`config.mk`:
```
export PLATFORM = sky130hd
export DESIGN_NAME = exu_top
export DESIGN_NICKNAME = d
export VERILOG_FILES = /design/src/rtl/exu_pkg.sv /design/src/rtl/exu_decode.sv /design/src/rtl/exu_shifter.sv /design/src/rtl/exu_alu.sv /design/src/rtl/exu_top.sv
export SDC_FILE = /design/constraint.sdc
export NUM_CORES = 1
export LEC_CHECK = 0
export ABC_CLOCK_PERIOD_IN_PS = 7900
export BUFFER_PORTS_ARGS = -buffer_cell sky130_fd_sc_hd__buf_2
export CAP_MARGIN = 0
export CORE_MARGIN = 4
export CORE_UTILIZATION = 35
export DETAILED_ROUTE_END_ITERATION = 10
export GPL_TIMING_DRIVEN = 1
export HOLD_SLACK_MARGIN = 0.02
export PLACE_DENSITY = 0.54
export SETUP_SLACK_MARGIN = 0.5
export SKIP_CTS_REPAIR_TIMING = 1
export SLEW_MARGIN = 10
export SYNTH_ARGS = -nofsm -noshare
export SYNTH_HDL_FRONTEND = slang
export SYNTH_SLANG_ARGS = --single-unit
```
`constraint.sdc`:
```
create_clock -name clk -period 7.9 [get_ports clk]
set_input_delay 0.395 -clock clk [delete_from_list [all_inputs] [get_ports clk]]
set_output_delay 0.395 -clock clk [all_outputs]
set_load 0.01 [all_outputs]
```
`src/rtl/exu_pkg.sv`:
```
package exu_pkg;
    localparam int XLEN   = 32;
    localparam int OPW    = 5;
    localparam int IMMW   = 17;
    localparam int SHW    = $clog2(XLEN);

    typedef enum logic [OPW-1:0] {
        OP_ADD  = 5'd12,
        OP_ADDI = 5'd13,
        OP_SUB  = 5'd14,
        OP_NEG  = 5'd15,
        OP_AND  = 5'd20,
        OP_ANDI = 5'd21,
        OP_OR   = 5'd22,
        OP_ORI  = 5'd23,
        OP_NOT  = 5'd24,
        OP_SHR  = 5'd26,
        OP_SHRA = 5'd27,
        OP_SHL  = 5'd28,
        OP_SHC  = 5'd29
    } op_e;

    typedef enum logic [1:0] {
        SK_LSR = 2'd0,
        SK_ASR = 2'd1,
        SK_LSL = 2'd2,
        SK_ROL = 2'd3
    } shkind_e;

    typedef enum logic [1:0] {
        UNIT_ARITH = 2'd0,
        UNIT_LOGIC = 2'd1,
        UNIT_SHIFT = 2'd2,
        UNIT_NONE  = 2'd3
    } unit_e;

    typedef struct packed {
        unit_e         unit;
        logic          use_imm;
        logic          zero_a;
        logic          do_sub;
        logic [1:0]    lop;
        shkind_e       sk;
        logic          writes;
    } ctl_t;
endpackage

```
`src/rtl/exu_decode.sv`:
```
// exu_decode: turns an operation code into control fields for the datapath.
// Assumes: codes outside the known set map to a non-writing control word.
module exu_decode
    import exu_pkg::*;
(
    input  logic [OPW-1:0] opcode,
    output ctl_t           ctl
);
    // Purpose: combinational lookup from code to control word.
    always_comb begin
        ctl         = '0;
        ctl.unit    = UNIT_NONE;
        ctl.sk      = SK_LSR;
        case (opcode)
            OP_ADD:  begin ctl.unit = UNIT_ARITH; ctl.writes = 1'b1; end
            OP_ADDI: begin ctl.unit = UNIT_ARITH; ctl.use_imm = 1'b1; ctl.writes = 1'b1; end
            OP_SUB:  begin ctl.unit = UNIT_ARITH; ctl.do_sub = 1'b1; ctl.writes = 1'b1; end
            OP_NEG:  begin ctl.unit = UNIT_ARITH; ctl.do_sub = 1'b1; ctl.zero_a = 1'b1; ctl.writes = 1'b1; end
            OP_AND:  begin ctl.unit = UNIT_LOGIC; ctl.lop = 2'd0; ctl.writes = 1'b1; end
            OP_ANDI: begin ctl.unit = UNIT_LOGIC; ctl.lop = 2'd0; ctl.use_imm = 1'b1; ctl.writes = 1'b1; end
            OP_OR:   begin ctl.unit = UNIT_LOGIC; ctl.lop = 2'd1; ctl.writes = 1'b1; end
            OP_ORI:  begin ctl.unit = UNIT_LOGIC; ctl.lop = 2'd1; ctl.use_imm = 1'b1; ctl.writes = 1'b1; end
            OP_NOT:  begin ctl.unit = UNIT_LOGIC; ctl.lop = 2'd2; ctl.writes = 1'b1; end
            OP_SHR:  begin ctl.unit = UNIT_SHIFT; ctl.sk = SK_LSR; ctl.writes = 1'b1; end
            OP_SHRA: begin ctl.unit = UNIT_SHIFT; ctl.sk = SK_ASR; ctl.writes = 1'b1; end
            OP_SHL:  begin ctl.unit = UNIT_SHIFT; ctl.sk = SK_LSL; ctl.writes = 1'b1; end
            OP_SHC:  begin ctl.unit = UNIT_SHIFT; ctl.sk = SK_ROL; ctl.writes = 1'b1; end
            default: begin ctl.unit = UNIT_NONE; end
        endcase
    end
endmodule

```
`src/rtl/exu_shifter.sv`:
```
// exu_shifter: logarithmic barrel shifter with four kinds.
// Assumes: a right-rotating core; left kinds are handled by bit reversal.
module exu_shifter
    import exu_pkg::*;
#(
    parameter int W  = XLEN,
    parameter int SW = $clog2(W)
)(
    input  logic [W-1:0]  din,
    input  logic [SW-1:0] amt,
    input  shkind_e       kind,
    output logic [W-1:0]  dout
);
    localparam int STAGES = SW;

    logic          left;
    logic          fill;
    logic          rot;
    logic [W-1:0]  pre;
    logic [W-1:0]  stg [STAGES+1];

    // Purpose: pick direction, fill bit and rotate flag from the kind.
    always_comb begin
        left = (kind == SK_LSL) || (kind == SK_ROL);
        rot  = (kind == SK_ROL);
        fill = (kind == SK_ASR) ? din[W-1] : 1'b0;
    end

    // Purpose: reverse bits for left kinds so the core only moves right.
    always_comb begin
        for (int i = 0; i < W; i++) begin
            pre[i] = left ? din[W-1-i] : din[i];
        end
    end

    assign stg[0] = pre;

    genvar s;
    generate
        for (s = 0; s < STAGES; s++) begin : g_stage
            localparam int D = 1 << s;
            logic [D-1:0] inject;
            // Purpose: bits entering at the top for this stage (reversed rotate-left is rotate-right).
            always_comb begin
                inject = rot ? stg[s][D-1:0] : {D{fill}};
            end
            assign stg[s+1] = amt[s] ? {inject, stg[s][W-1:D]} : stg[s];
        end
    endgenerate

    // Purpose: undo the reversal for left kinds.
    always_comb begin
        for (int i = 0; i < W; i++) begin
            dout[i] = left ? stg[STAGES][W-1-i] : stg[STAGES][i];
        end
    end
endmodule

```
`src/rtl/exu_alu.sv`:
```
// exu_alu: adder/subtractor and bitwise logic on whole words.
// Assumes: operand b is already the immediate or src_c as chosen upstream.
module exu_alu
    import exu_pkg::*;
#(
    parameter int W = XLEN
)(
    input  logic [W-1:0] opa,
    input  logic [W-1:0] opb,
    input  ctl_t         ctl,
    output logic [W-1:0] arith,
    output logic [W-1:0] logic_r
);
    logic [W-1:0] a_eff;
    logic [W-1:0] b_eff;

    // Purpose: two's complement add, with inversion and carry-in for subtract.
    always_comb begin
        a_eff = ctl.zero_a ? '0 : opa;
        b_eff = ctl.do_sub ? ~opb : opb;
        arith = a_eff + b_eff + {{(W-1){1'b0}}, ctl.do_sub};
    end

    // Purpose: bitwise and / or / not.
    always_comb begin
        case (ctl.lop)
            2'd0:    logic_r = opa & opb;
            2'd1:    logic_r = opa | opb;
            default: logic_r = ~opb;
        endcase
    end
endmodule

```
`src/rtl/exu_top.sv`:
```
// exu_top: execute step for arithmetic, logic and shift operations.
// Assumes: operands are presented with in_valid; outputs follow one edge later.
module exu_top
    import exu_pkg::*;
(
    input  logic                 clk,
    input  logic                 rst_n,
    input  logic                 in_valid,
    input  logic [OPW-1:0]       opcode,
    input  logic [XLEN-1:0]      src_b,
    input  logic [XLEN-1:0]      src_c,
    input  logic [IMMW-1:0]      imm17,
    input  logic [SHW-1:0]       shamt,
    output logic [XLEN-1:0]      result,
    output logic                 wr_en
);
    ctl_t            ctl;
    logic [XLEN-1:0] imm_ext;
    logic [XLEN-1:0] opnd_b;
    logic [SHW-1:0]  n_eff;
    logic [XLEN-1:0] arith_r;
    logic [XLEN-1:0] logic_r;
    logic [XLEN-1:0] shift_r;
    logic [XLEN-1:0] res_d;

    exu_decode u_dec (.opcode(opcode), .ctl(ctl));

    // Purpose: sign-extend the immediate and choose the second operand.
    always_comb begin
        imm_ext = {{(XLEN-IMMW){imm17[IMMW-1]}}, imm17};
        opnd_b  = ctl.use_imm ? imm_ext : src_c;
    end

    // Purpose: shift amount from the field, or from the register when the field is zero.
    always_comb begin
        n_eff = (shamt != '0) ? shamt : src_c[SHW-1:0];
    end

    exu_alu #(.W(XLEN)) u_alu (
        .opa(src_b), .opb(opnd_b), .ctl(ctl),
        .arith(arith_r), .logic_r(logic_r)
    );

    exu_shifter #(.W(XLEN), .SW(SHW)) u_shf (
        .din(src_b), .amt(n_eff), .kind(ctl.sk), .dout(shift_r)
    );

    // Purpose: select the unit output.
    always_comb begin
        case (ctl.unit)
            UNIT_ARITH: res_d = arith_r;
            UNIT_LOGIC: res_d = logic_r;
            UNIT_SHIFT: res_d = shift_r;
            default:    res_d = '0;
        endcase
    end

    // Purpose: register result and write strobe.
    always_ff @(posedge clk) begin
        if (!rst_n) begin
            result <= '0;
            wr_en  <= 1'b0;
        end else begin
            wr_en <= in_valid && ctl.writes;
            if (in_valid) begin
                result <= res_d;
            end
        end
    end
endmodule

```
==> metrics <==
outcome finished clean; Setup Crit Path Kind in -> reg; commonest non-fill, non-tap cell in the layout buf_2; worst slack at placement roughly 2500 ps; DR vias 10072; final core occ 39.7%; Final HPWL DP 31000 um; Worst-Margin Slew about 1100 ps; Filler cells approximately 2500; CTS Root Cell clkbuf_16; die width 161 um; Req. time, crit path 8070 ps; nets@finish 1363; Startpoint Class input pin; Synth cell types 84; cell count after placement 1544; die area 26000 um^2; H-tree depth 2; final setup margin 2720 ps; CTS clk-pin slew, worst paths 60 ps; syn_nets approximately 1300; period utilization 65.5%; Main synth FF type dfxtp_1; largest net degree at the start of global routing between 50 and 60; row cnt 55; Hold Fails Final Rpt 0; minimum clock period 5180 ps; GRT overflow 0; power per cell area 114 nW/um^2; Starting Density 35.9%; initial antenna violation count 0; max-cap check violation count 0; Initial DRC Count 1386; static leakage ~3.7 nW; total CTS buffers 5; CTS sink cnt 33; Max FO, Critical Path 43; Hold WC Path Type reg -> reg; setup TNS 0 ps; ANT cells 0; placer congestion estimate 1.01; # setup viols final 0; Worst Setup End Kind register; first-pass GRT wire length roughly 57000 um; Synth Register Bits 33; Rel. slew slack 26.4%; Worst Clk Skew 0 ps; Routed WL per cell 25.4 um; vias in the first global route 8985; PortBufs 126; die height approximately 160 um; Critical Path AT 5350 ps; total wire length 39400 um; Post-synth ARST share 0%; cell count after synthesis 1192; Ports between 100 and 150; drt pass-1 iters 6; Longest Clk Path Bufs 2; warnings from Yosys 0; Area Overhead vs Synth 10.4%; worst vdd ir 0.0732 mV; CTS tree yes; Post-synth EDFFs 0; Synth Cell Area around 8200 um^2; register area share after synthesis approximately 8%; GRT Overall Usage 28.6%; via/cell ratio 6.49; DRC viols 0; fin cells 1552; core area 22900 um^2; fmax 193 MHz; max-slew violations 0; RSZ-0062 raised after global routing no; most frequent cells in the layout 126 x buf_2, 109 x a21oi_1, 107 x o21ai_0, 101 x nor2_1, 85 x nand2_1; share of cells above drive strength 1 16.5%; syn avg cell area 6.91 um^2; remaining antenna violation count after routing 0; worst skew pair latency 280 ps
==> where the power goes <==
group / switching (mW) / internal [mW]
sequential: 0.00235 / 0.170
combinational: 0.430 / 0.239
clock: 0.0759 / 0.116
==> sequential cells by signal, indices dropped and copies added, names as in the netlist <==
name and flops:
wr_en 1, result 32
==> final timing paths <==
path / from / end / slack (ps) / cells after the start
worst max-delay path: opcode[2] / result[31] / 2720 / 16
worst min-delay path: result[30] / result[30] / 510 / 2
worst max register to register: result[24] / result[24] / 6510 / 6
worst min register to register: result[30] / result[30] / 510 / 2
==> Yosys cell counts, drive strengths merged, types with 5 or more instances <==
cell    count  area share [%]
a211oi     41             3.9
a21o       19             1.7
a21oi     110             6.8
a221o      11             1.3
a221oi     40             4.3
a31oi      20             1.5
a41oi       5            0.53
and2       27             2.1
and3        5            0.38
buf        39             2.7
clkbuf     65             3.0
dfxtp      33             8.0
ha         30             4.6
inv        23             1.0
mux2       21             2.9
mux2i      78             9.5
nand2      85             3.9
nand2b      6            0.46
nand3      12            0.73
nand4       6            0.46
nor2      103             4.7
nor2b      35             2.7
nor3       26             1.7
nor4        5            0.38
o211ai     17             1.6
o21a        9            0.82
o21ai     107             6.5
o21bai      5            0.46
o221a       5            0.68
o221ai      5            0.53
o22ai      50             3.8
or2        10            0.76
or3         5            0.38
xnor2      46             4.9
xor2       11             1.2
==> critical path, cell delays in order <==
cell       delay [ps]
buf_2             280
and4b_2           260
buf_4             510
nand2_1           590
and2_1            360
ha_1              370
and2_1            200
o211ai_1          100
nor4_1            410
nand4bb_1         250
nand3_1           120
a31oi_1           550
a21oi_1           260
o311ai_1          420
xnor2_1           160
o22ai_1            90
==> metal layers <==
metal | part of all wire (%) | wire length, um | GRT usage, % | vias up
li1 | - | - | - | 4654
met1 | 43 | 16800 | 39.5 | 4760
met2 | 44 | 17400 | 45.8 | 556
met3 | 7.9 | 3130 | 2.48 | 102
met4 | 5.0 | 1980 | 11.6 | 0
met5 | 0 | 0 | 0 | -
==> final cells by class <==
class / instances / area (um^2) / share of cell area [%]
well taps: 313 / 392 / 4.31
clock buffers: 6 / 129 / 1.42
inverters: 23 / 86.3 / 0.950
multi-input cells: 1032 / 7050 / 77.6
flip-flops and latches: 33 / 661 / 7.27
clock inverters: 2 / 10.0 / 0.110
repair buffers: 143 / 758 / 8.34
==> kinds of logic after synthesis <==
| kind of cell | after synthesis | share of synthesized area, % |
|---|---|---|
| AOI/OAI and AO/OA | 496 | 40.1 |
| xor gates and xnor gates | 57 | 6.06 |
| adders and majority gates | 33 | 5.05 |
| buffers and inverters | 127 | 6.75 |
| DFF | 33 | 8.03 |
| muxes | 103 | 13.5 |
| and+or+nand+nor | 343 | 20.6 |
==> through the flow <==
stage	total power, mW	area [um^2]	hold slack, ps
6_report	1.03	9090	507
5_1_grt	1.08	9090	530
4_1_cts	1.02	9090	507
3_5_place_dp	0.825	8950	492
3_3_place_gp	0.830	8950	489
2_1_floorplan	0.615	8230	518
(Power assumes the default switching activity.)
